## src/rtl/blit_pkg.sv

```systemverilog
package blit_pkg;

  localparam int PIX_W       = 8;
  localparam int DEF_SCR_W   = 224;
  localparam int DEF_SCR_H   = 200;
  localparam int DEF_MAX_SPR = 80;

  typedef logic [PIX_W-1:0] pix_t;

  function automatic int max2(int a, int b);
    return (a > b) ? a : b;
  endfunction

endpackage

```

## src/rtl/blit_ctrl.sv

```systemverilog
module blit_ctrl
  import blit_pkg::*;
#(
  parameter int POS_W   = 10,
  parameter int SZ_W    = 7,
  parameter int MAX_SPR = 80
) (
  input  logic             clk,
  input  logic             rst,
  input  logic             start,
  input  logic [POS_W-1:0] org_x,
  input  logic [POS_W-1:0] org_y,
  input  logic [SZ_W-1:0]  spr_w,
  input  logic [SZ_W-1:0]  spr_h,
  input  pix_t             key_in,
  input  logic             disp_bank,
  input  logic             retire,
  output logic             launch,
  output logic [POS_W-1:0] x_q,
  output logic [POS_W-1:0] y_q,
  output logic [SZ_W-1:0]  w_q,
  output logic [SZ_W-1:0]  h_q,
  output pix_t             key_q,
  output logic             bank_q,
  output logic             busy,
  output logic             done
);

  localparam logic [SZ_W-1:0] SZ_MAX = SZ_W'(MAX_SPR);

  logic            accept, empty;
  logic [SZ_W-1:0] w_clamp, h_clamp;

  assign accept  = start && !busy && !done;
  assign empty   = (spr_w == '0) || (spr_h == '0);
  assign launch  = accept && !empty;
  assign w_clamp = (spr_w > SZ_MAX) ? SZ_MAX : spr_w;
  assign h_clamp = (spr_h > SZ_MAX) ? SZ_MAX : spr_h;

  always_ff @(posedge clk) begin
    if (rst) begin
      busy   <= 1'b0;
      done   <= 1'b0;
      x_q    <= '0;
      y_q    <= '0;
      w_q    <= '0;
      h_q    <= '0;
      key_q  <= '0;
      bank_q <= 1'b0;
    end else begin
      done <= (accept && empty) || retire;
      if (accept) begin
        x_q    <= org_x;
        y_q    <= org_y;
        w_q    <= w_clamp;
        h_q    <= h_clamp;
        key_q  <= key_in;
        bank_q <= !disp_bank;
      end
      if (launch)      busy <= 1'b1;
      else if (retire) busy <= 1'b0;
    end
  end

  p_done_single_r7: assert property (@(posedge clk) disable iff (rst)
    done |=> !done);

  p_busy_clears_r7: assert property (@(posedge clk) disable iff (rst)
    retire |=> !busy && done);

  p_cfg_hold_r9: assert property (@(posedge clk) disable iff (rst)
    busy |=> $stable(x_q) && $stable(y_q) && $stable(w_q) && $stable(h_q) && $stable(key_q));

  p_bank_hold_r11: assert property (@(posedge clk) disable iff (rst)
    busy |=> $stable(bank_q));

endmodule

```

## src/rtl/blit_walker.sv

```systemverilog
module blit_walker #(
  parameter int SCR_W  = 224,
  parameter int SCR_H  = 200,
  parameter int POS_W  = 10,
  parameter int SZ_W   = 7,
  parameter int SRC_AW = 13,
  parameter int FB_AW  = 16
) (
  input  logic              clk,
  input  logic              rst,
  input  logic              launch,
  input  logic [POS_W-1:0]  x_q,
  input  logic [POS_W-1:0]  y_q,
  input  logic [SZ_W-1:0]   w_q,
  input  logic [SZ_W-1:0]   h_q,
  output logic              src_rd,
  output logic [SRC_AW-1:0] src_addr,
  output logic              inb1,
  output logic [FB_AW-1:0]  fba1,
  output logic              last1
);

  localparam int XW = $clog2(SCR_W);
  localparam int YW = $clog2(SCR_H);
  localparam int PAD = POS_W + 1 - SZ_W;
  localparam logic signed [POS_W:0] LIM_X = (POS_W+1)'(SCR_W);
  localparam logic signed [POS_W:0] LIM_Y = (POS_W+1)'(SCR_H);

  logic              active;
  logic [SZ_W-1:0]   row, col;
  logic [SRC_AW-1:0] idx;
  logic signed [POS_W:0] sx, sy;
  logic              inb, row_end, is_last;
  logic [FB_AW-1:0]  fba;

  assign sx = $signed({x_q[POS_W-1], x_q}) + $signed({{PAD{1'b0}}, col});
  assign sy = $signed({y_q[POS_W-1], y_q}) + $signed({{PAD{1'b0}}, row});
  assign inb = !sx[POS_W] && !sy[POS_W] && (sx < LIM_X) && (sy < LIM_Y);
  assign fba = FB_AW'(sy[YW-1:0]) * FB_AW'(SCR_W) + FB_AW'(sx[XW-1:0]);
  assign row_end = (col + SZ_W'(1)) == w_q;
  assign is_last = row_end && ((row + SZ_W'(1)) == h_q);

  always_ff @(posedge clk) begin
    if (rst) begin
      active   <= 1'b0;
      row      <= '0;
      col      <= '0;
      idx      <= '0;
      src_rd   <= 1'b0;
      src_addr <= '0;
      inb1     <= 1'b0;
      fba1     <= '0;
      last1    <= 1'b0;
    end else if (launch) begin
      active <= 1'b1;
      row    <= '0;
      col    <= '0;
      idx    <= '0;
      src_rd <= 1'b0;
    end else if (active) begin
      src_rd   <= 1'b1;
      src_addr <= idx;
      inb1     <= inb;
      fba1     <= fba;
      last1    <= is_last;
      idx      <= idx + SRC_AW'(1);
      if (row_end) begin
        col <= '0;
        row <= row + SZ_W'(1);
      end else begin
        col <= col + SZ_W'(1);
      end
      if (is_last) active <= 1'b0;
    end else begin
      src_rd <= 1'b0;
    end
  end

  p_src_bound_r3: assert property (@(posedge clk) disable iff (rst)
    src_rd |-> int'(src_addr) < int'(w_q) * int'(h_q));

  p_src_step_r3: assert property (@(posedge clk) disable iff (rst)
    src_rd && $past(src_rd) && !$past(last1) |-> src_addr == $past(src_addr) + SRC_AW'(1));

endmodule

```

## src/rtl/blit_writer.sv

```systemverilog
module blit_writer
  import blit_pkg::*;
#(
  parameter int FB_AW    = 16,
  parameter int FB_CELLS = 44800
) (
  input  logic             clk,
  input  logic             rst,
  input  logic             v1,
  input  logic             inb1,
  input  logic [FB_AW-1:0] fba1,
  input  logic             last1,
  input  pix_t             src_data,
  input  pix_t             key_q,
  output logic             fb_we,
  output logic [FB_AW-1:0] fb_addr,
  output pix_t             fb_data,
  output logic             retire
);

  logic             v2, inb2, last2;
  logic [FB_AW-1:0] fba2;

  assign retire = v2 && last2;

  always_ff @(posedge clk) begin
    if (rst) begin
      v2      <= 1'b0;
      inb2    <= 1'b0;
      last2   <= 1'b0;
      fba2    <= '0;
      fb_we   <= 1'b0;
      fb_addr <= '0;
      fb_data <= '0;
    end else begin
      v2      <= v1;
      inb2    <= inb1;
      last2   <= last1;
      fba2    <= fba1;
      fb_we   <= v2 && inb2 && (src_data != key_q);
      fb_addr <= fba2;
      fb_data <= src_data;
    end
  end

  p_key_drop_r5: assert property (@(posedge clk) disable iff (rst)
    fb_we |-> fb_data != key_q);

  p_fb_bound_r6: assert property (@(posedge clk) disable iff (rst)
    fb_we |-> int'(fb_addr) < FB_CELLS);

endmodule

```

## src/rtl/sprite_blit.sv

```systemverilog
module sprite_blit
  import blit_pkg::*;
#(
  parameter int SCR_W   = DEF_SCR_W,
  parameter int SCR_H   = DEF_SCR_H,
  parameter int MAX_SPR = DEF_MAX_SPR,
  localparam int POS_W  = $clog2(max2(SCR_W, SCR_H) + MAX_SPR) + 1,
  localparam int SZ_W   = $clog2(MAX_SPR + 1),
  localparam int SRC_AW = $clog2(MAX_SPR * MAX_SPR),
  localparam int FB_AW  = $clog2(SCR_W * SCR_H)
) (
  input  logic              clk,
  input  logic              rst,
  input  logic              start,
  input  logic [POS_W-1:0]  org_x,
  input  logic [POS_W-1:0]  org_y,
  input  logic [SZ_W-1:0]   spr_w,
  input  logic [SZ_W-1:0]   spr_h,
  input  logic [7:0]        key_color,
  input  logic              disp_bank,
  output logic              src_rd,
  output logic [SRC_AW-1:0] src_addr,
  input  logic [7:0]        src_data,
  output logic              fb_we,
  output logic [FB_AW-1:0]  fb_addr,
  output logic [7:0]        fb_data,
  output logic              fb_bank,
  output logic              busy,
  output logic              done
);

  logic             launch, retire;
  logic [POS_W-1:0] x_q, y_q;
  logic [SZ_W-1:0]  w_q, h_q;
  pix_t             key_q;
  logic             inb1, last1;
  logic [FB_AW-1:0] fba1;

  blit_ctrl #(.POS_W(POS_W), .SZ_W(SZ_W), .MAX_SPR(MAX_SPR)) u_ctrl (
    .clk(clk), .rst(rst), .start(start),
    .org_x(org_x), .org_y(org_y), .spr_w(spr_w), .spr_h(spr_h),
    .key_in(key_color), .disp_bank(disp_bank), .retire(retire),
    .launch(launch), .x_q(x_q), .y_q(y_q), .w_q(w_q), .h_q(h_q),
    .key_q(key_q), .bank_q(fb_bank), .busy(busy), .done(done)
  );

  blit_walker #(
    .SCR_W(SCR_W), .SCR_H(SCR_H), .POS_W(POS_W), .SZ_W(SZ_W),
    .SRC_AW(SRC_AW), .FB_AW(FB_AW)
  ) u_walker (
    .clk(clk), .rst(rst), .launch(launch),
    .x_q(x_q), .y_q(y_q), .w_q(w_q), .h_q(h_q),
    .src_rd(src_rd), .src_addr(src_addr),
    .inb1(inb1), .fba1(fba1), .last1(last1)
  );

  blit_writer #(.FB_AW(FB_AW), .FB_CELLS(SCR_W * SCR_H)) u_writer (
    .clk(clk), .rst(rst), .v1(src_rd), .inb1(inb1), .fba1(fba1),
    .last1(last1), .src_data(src_data), .key_q(key_q),
    .fb_we(fb_we), .fb_addr(fb_addr), .fb_data(fb_data), .retire(retire)
  );

endmodule

```

## config.mk

```make
export PLATFORM = sky130hd
export DESIGN_NAME = sprite_blit
export DESIGN_NICKNAME = d
export VERILOG_FILES = /design/src/rtl/blit_pkg.sv /design/src/rtl/blit_ctrl.sv /design/src/rtl/blit_walker.sv /design/src/rtl/blit_writer.sv /design/src/rtl/sprite_blit.sv
export SDC_FILE = /design/constraint.sdc
export NUM_CORES = 1
export LEC_CHECK = 0
export CAP_MARGIN = 20
export CELL_PAD_IN_SITES_DETAIL_PLACEMENT = 2
export CELL_PAD_IN_SITES_GLOBAL_PLACEMENT = 2
export CORE_UTILIZATION = 33
export CTS_CLUSTER_SIZE = 14
export DETAILED_ROUTE_END_ITERATION = 10
export GPL_TIMING_DRIVEN = 0
export MAX_ROUTING_LAYER = met4
export PLACE_DENSITY_LB_ADDON = 0.25
export SETUP_SLACK_MARGIN = 0.3
export SYNTH_ARGS = -nofsm -noshare
export SYNTH_HDL_FRONTEND = slang
export SYNTH_HIERARCHICAL = 1
export SYNTH_SLANG_ARGS = --single-unit
```

## constraint.sdc

```tcl
create_clock -name clk -period 6 [get_ports clk]
set_clock_uncertainty 0.15 [all_clocks]
set_input_delay 1.2 -clock clk [delete_from_list [all_inputs] [get_ports clk]]
set_output_delay 1.2 -clock clk [all_outputs]
set_load 0.005 [all_outputs]
```

==> metrics.txt, run 1 <==
status=completed; cell row count=52; Mean Syn Cell Area=8.79 um^2; CTS tree=built; Final setup viols=0; class of the tightest hold or removal check=flip-flop to flip-flop; Static Leak=between 0.003 and 0.004 uW; root buffer cell=clkbuf_16; syn_nets=883; setup_tns=0 ps; post-CTS setup buffers=0; GRT Util Overall=0.225; share of layout cells above drive strength 1=0.0742; commonest non-fill, non-tap cell in the layout=dfxtp_1; number of CTS-inserted buffers=17; Max clock buf depth=2; clock latency on the worst-skew pair=430 ps; Tmin final=5140 ps; Final Hold Vio Count=0; Max-Cap Viols=0; # resized after CTS=0; Synth cell types=64; Max Slew Vio Count=0; die area=21600 um^2; Antenna diodes=0; Die X=147 um; # IOs=96; Top FF cell, synth=dfxtp_1; startpoint types=flip-flop; Core ar.=roughly 20000 um^2; final net count=997; Starting Density=0.340; P&R area growth vs syn=27.7%; # placed instances=1155; antenna violations before repair=0; Ys Warns=6; Num Clock Sinks=149; CP peak stage delay=approximately 490 ps; fmax=195 MHz; Slew HR=0.519; Total Power=2520 uW; crit path DAT=5310 ps; first-pass GRT wire length=roughly 36 mm; average wire per cell in the routed design=19.3 um; vias per cell=between 5 and 6; VDD IR max=0.177 mV; drt first pass iters=5; #FFs+latches synth=149; final WL=22.9 mm; critical-path maximum fanout=5; PD cells=285 nW/um^2; pin count of the biggest net entering global routing=19; top post-synthesis cells by area=dfxtp_1, nand2_1, ha_1, a21oi_1, nor2b_1; Synth top area share=0.430; Slowest-stage cell, CP=fa_1; Async SR Flop Fraction=0; area leader, netlist=dfxtp_1; die height=147 um; Cells after Synth=790; CTS HTree Levels=4; RSZ-0062 raised after global routing=false; pin slew with the least headroom to its limit=715 ps; gr ovfl total=0; CTS hold repair buffers=0; Setup CP Type=flip-flop to flip-flop; nature of the critical path endpoint=flip-flop; port bufs=95; Final ANT Viol Nets=0; Seq/Total Area, Yosys=0.430; # DRC=0; hpwl dp=16.9 mm; non-filler cells, final=1187; number of synthesized flops with an enable pin=0; DRT iter0 DRCs=approximately 260; FF-to-FF setup slack=about 860 ps; fin crit share=0.857; crit-path cells=ha_1 > fa_1 > xor2_1 > inv_1 > fa_1 > inv_1 > ha_1 > inv_1 > fa_1 > nor2b_1 > o221ai_1 > a21oi_1 > xor2_1 > nand4_1 > or3_1 > a32o_1; vias=6120; vias in the first global route=between 6000 and 7000; GP Congestion=0.852; CP required=6170 ps; Worst-path clk slew=70 ps; Mapped Area=6940 um^2; commonest non-fill, non-tap cells in the layout=dfxtp_1, nand2_1, clkdlybuf4s50_1
worst max-delay path: cells and delay by family, from the launching register on:
kind                     cells  cell delay (ps)
AND/OR/NAND/NOR              3              870
flip-flops                   1              400
buffers and inverters        3              300
adder cells (fa/ha/maj)      5             1790
AO/OA/AOI/OAI                3              660
XOR/XNOR                     2              860
state kept, by name (all words and copies together) (netlist names), 8 cells and up:
| name | count |
|---|---|
| u_ctrl/key_q | 8 |
| u_ctrl/x_q | 10 |
| u_ctrl/y_q | 10 |
| u_walker/fba1 | 16 |
| u_walker/idx | 13 |
| u_walker/src_addr | 13 |
| u_writer/fb_addr | 16 |
| u_writer/fb_data | 8 |
| u_writer/fba2 | 16 |
cells in the mapped netlist (4+ instances only):
| master | number |
|---|---|
| dfxtp_1 | 149 |
| nand2_1 | 129 |
| a21oi_1 | 80 |
| nor2_1 | 55 |
| nor2b_1 | 47 |
| ha_1 | 33 |
| xor2_1 | 33 |
| xnor2_1 | 24 |
| inv_1 | 23 |
| clkbuf_1 | 20 |
| o21ai_0 | 18 |
| a211oi_1 | 16 |
| a22oi_1 | 11 |
| buf_2 | 11 |
| a21o_1 | 9 |
| nand3_1 | 9 |
| nor3_1 | 8 |
| or3_1 | 8 |
| fa_1 | 6 |
| o211ai_1 | 6 |
| or4_1 | 6 |
| and3_1 | 5 |
| nand3b_1 | 5 |
| nand4_1 | 5 |
| nor4_1 | 5 |
| o21a_1 | 5 |
| or2_2 | 5 |
| o31ai_1 | 4 |
layer usage:
layer,up-vias,share of wire,global-route usage
met3,41,0.030,0.0419
met2,123,0.53,0.412
met1,3022,0.41,0.241
met4,0,0.024,0.0820
met5,-,0,-
li1,2934,-,-
cell families (layout without fill, tap and decap cells):
logic type / Yosys count / in the layout / share of synthesized area
AOI/OAI and AO/OA: 171 / 171 / 0.152
xor gates and xnor gates: 61 / 61 / 0.0851
adders and majority gates: 39 / 39 / 0.0768
buffers and inverters: 58 / 185 / 0.0355
DFF: 149 / 149 / 0.430
muxes: 2 / 2 / 0.00288
and+or+nand+nor: 310 / 310 / 0.218
per-stage QoR:
step                      hold slack, ps  setup slack [ps]  area [um^2]  utilization
after detailed placement             285              1030         8230        0.403
after global routing                 314               637         8860        0.434
after CTS                            301               839         8860        0.434
final                                293               861         8860        0.434
after global placement               268              1310         8230        0.403
after floorplan                      264              1810         6940            -
where the power goes:
| group | total [uW] | switching [uW] | internal, uW |
|---|---|---|---|
| registers | 1060 | 28.0 | 1030 |
| logic | 335 | 195 | 140 |
| clock network | 1130 | 524 | 609 |
| total | 2520 | 748 | 1780 |
cell type report:
type,instances,area (um^2)
timing repair buffer,95,951
tap,270,338
sequential,149,2980
clock buffer,17,425
fill,2221,11600
inverter,24,90.1
multi-input combinational,583,3710
clock inverter,15,208
buffer,34,156
final timing paths:
kind / startpoint / end / cells after the start
hold / removal: u_writer/fba2[5] / u_writer/fb_addr[5] / 1
setup reg to reg: u_walker/row[0] / u_walker/fba1[15] / 16
hold reg to reg: u_writer/fba2[5] / u_writer/fb_addr[5] / 1
setup / recovery: u_walker/row[0] / u_walker/fba1[15] / 16
(Power assumes the default switching activity.)
==> run 2, diff against run 1 <==
--- a/config.mk
+++ b/config.mk
@@ -8,12 +8,14 @@
 export CAP_MARGIN = 20
 export CELL_PAD_IN_SITES_DETAIL_PLACEMENT = 2
 export CELL_PAD_IN_SITES_GLOBAL_PLACEMENT = 2
+export CORE_ASPECT_RATIO = 1.4
+export CORE_MARGIN = 2
 export CORE_UTILIZATION = 33
 export CTS_CLUSTER_SIZE = 14
 export DETAILED_ROUTE_END_ITERATION = 10
 export GPL_TIMING_DRIVEN = 0
 export MAX_ROUTING_LAYER = met4
-export PLACE_DENSITY_LB_ADDON = 0.25
+export PLACE_DENSITY = 0.84
 export SETUP_SLACK_MARGIN = 0.3
 export SYNTH_ARGS = -nofsm -noshare
 export SYNTH_HDL_FRONTEND = slang
==> run 2 against run 1 <==
Effect of this change: fmax is 6.0% higher; critical path depth unchanged; worst setup slack better by 290 ps; power shrank 3.1%; global-route usage decreased by 2.3 points; core utilization is 0.59 points lower; hold slack got worse by 3.7 ps; critical path type unchanged.
==> metrics.txt, run 2 (synthesis results as in run 1) <==
final WL=20.9 mm (-8.7%); VDD IR max=0.178 mV (+0.33%); # DRC=0 (unchanged); Finished Cell Area=8800 um^2 (-0.75%); Antenna diodes=0 (unchanged); GP Congestion=0.791 (-7.1%); Placed Area=8210 um^2 (-0.21%); Slew HR=0.469 (-0.0497); commonest non-fill, non-tap cell in the layout=dfxtp_1; gr ovfl total=0 (unchanged); GRT Util Overall=0.202 (-0.0234); Core ar.=20600 um^2 (+0.62%); die height=176 um (+19%); CP peak stage delay=500 ps (about the same); # resized after CTS=0 (unchanged); number of CTS-inserted buffers=17 (unchanged); Max clock buf depth=2 (unchanged); Final Hold Vio Count=0 (unchanged); CTS tree=built; vias per cell=5.17 (+0.37%); reg2reg start=u_walker/row[0]; Critical path buffers and inverters=3 (unchanged); crit path DAT=5020 ps (-290 ps); first-pass GRT wire length=34.3 mm (-5.6%); share of layout cells above drive strength 1=0.0720 (-0.00218); Final ANT Viol Nets=0 (unchanged); Max Slew Vio Count=0 (unchanged); average wire per cell in the routed design=17.8 um (-7.7%); Setup CP Type=flip-flop to flip-flop; class of the tightest hold or removal check=flip-flop to flip-flop; clock latency on the worst-skew pair=430 ps (about the same); CTS hold repair buffers=0 (unchanged); die area=22200 um^2 (+2.8%); Max-Cap Viols=0 (unchanged); final net count=997 (unchanged); fillcell total=2248 (+1.2%); fin crit share=0.808 (-0.0487); Worst-path clk slew=70 ps (about the same); pin slew with the least headroom to its limit=796 ps (+81.1 ps); CP startpoint=u_walker/row[0]; root buffer cell=clkbuf_16; status=completed; Die X=127 um (-14%); cell row count=62 (+19%); Final setup viols=0 (unchanged); setup_tns=0 ps (unchanged); # IOs=96 (unchanged); crit-path cells=ha_1 > fa_1 > xor2_1 > inv_1 > fa_1 > inv_1 > ha_1 > inv_1 > fa_1 > nor2b_1 > o221ai_1 > a21oi_1 > xor2_1 > nand4_1 > or3_1 > a32o_1; fmax=206 MHz (+6.0%); commonest non-fill, non-tap cells in the layout=dfxtp_1, nand2_1, clkdlybuf4s50_1; CTS HTree Levels=4 (unchanged); Slowest-stage cell, CP=fa_1; largest registers=u_walker/fba1 (16), u_writer/fb_addr (16), u_writer/fba2 (16); pin count of the biggest net entering global routing=17 (-2); drt first pass iters=4 (-1); PD cells=278 nW/um^2 (-2.4%); Tmin final=4850 ps (-292 ps); RSZ-0062 raised after global routing=false; vias=6070 (-0.82%); post-CTS setup buffers=0 (unchanged); P&R area growth vs syn=26.7%; vias in the first global route=6573 (-4.0%); nature of the critical path endpoint=flip-flop; CP delay by family, top=adder cells; startpoint types=flip-flop; hpwl dp=15.5 mm (-8.6%); Starting Density=0.338 (-0.00211); CP required=6170 ps (about the same); Static Leak=0.00346 uW (-0.93%); Num Clock Sinks=149 (unchanged); antenna violations before repair=0 (unchanged); port bufs=95 (unchanged); min-delay src=u_writer/fba2[14]; critical-path maximum fanout=5 (unchanged); DRT iter0 DRCs=214 (-19%)
## run 2: power by group
part	switching, uW	total [uW]	internal [uW]
Sequential	28.9	1060	1030
Clock	449	1070	619
Combinational	181	321	140
## run 2: per-layer routing
| layer | vias up | wire, um | track usage |
|---|---|---|---|
| li1 | 2941 | - | - |
| met1 | 3020 | 8200 | 0.207 |
| met2 | 84 | 11800 | 0.384 |
| met3 | 25 | 414 | 0.0329 |
| met4 | 0 | 456 | 0.0719 |
| met5 | - | 0 | - |
## run 2: worst paths after layout
kind,endpoint,slack [ps],cells after the start
worst max-delay path,u_walker/fba1[15],1150,16
worst min-delay path,u_writer/fb_addr[14],290,1
worst max register to register,u_walker/fba1[15],1150,16
worst min register to register,u_writer/fb_addr[14],290,1
## run 2: area by class of cell
class,count,area (um^2),share of cell area
Timing Repair Buffer,95,951,0.108
Clock inverter,13,151,0.0172
Tap cell,256,320,0.0364
Sequential cell,149,2980,0.339
Multi-Input combinational cell,583,3710,0.422
Inverter,24,90.1,0.0102
Clock buffer,19,433,0.0492
Buffer,34,156,0.0178
## run 2: worst reg2reg max path, stage by stage, from the launching register on
cell and delay, ps:
dfxtp_1 390, ha_1 240, fa_1 420, xor2_1 390, inv_1 160, fa_1 500, inv_1 80, ha_1 200
inv_1 70, fa_1 400, nor2b_1 170, o221ai_1 150, a21oi_1 230, xor2_1 350, nand4_1 160, or3_1 420
a32o_1 270
## run 2: per-stage QoR
step / hold slack, ps / total power (uW) / utilization / instances / setup slack, ps
floorplan: 264 / 1260 / - / 790 / 1810
global placement: 271 / 1380 / 0.400 / 1141 / 1330
detailed placement: 279 / 1400 / 0.400 / 1141 / 1210
CTS: 293 / 2480 / 0.428 / 1173 / 1180
global route: 307 / 2550 / 0.428 / 1173 / 909
finish: 289 / 2450 / 0.428 / 1173 / 1150
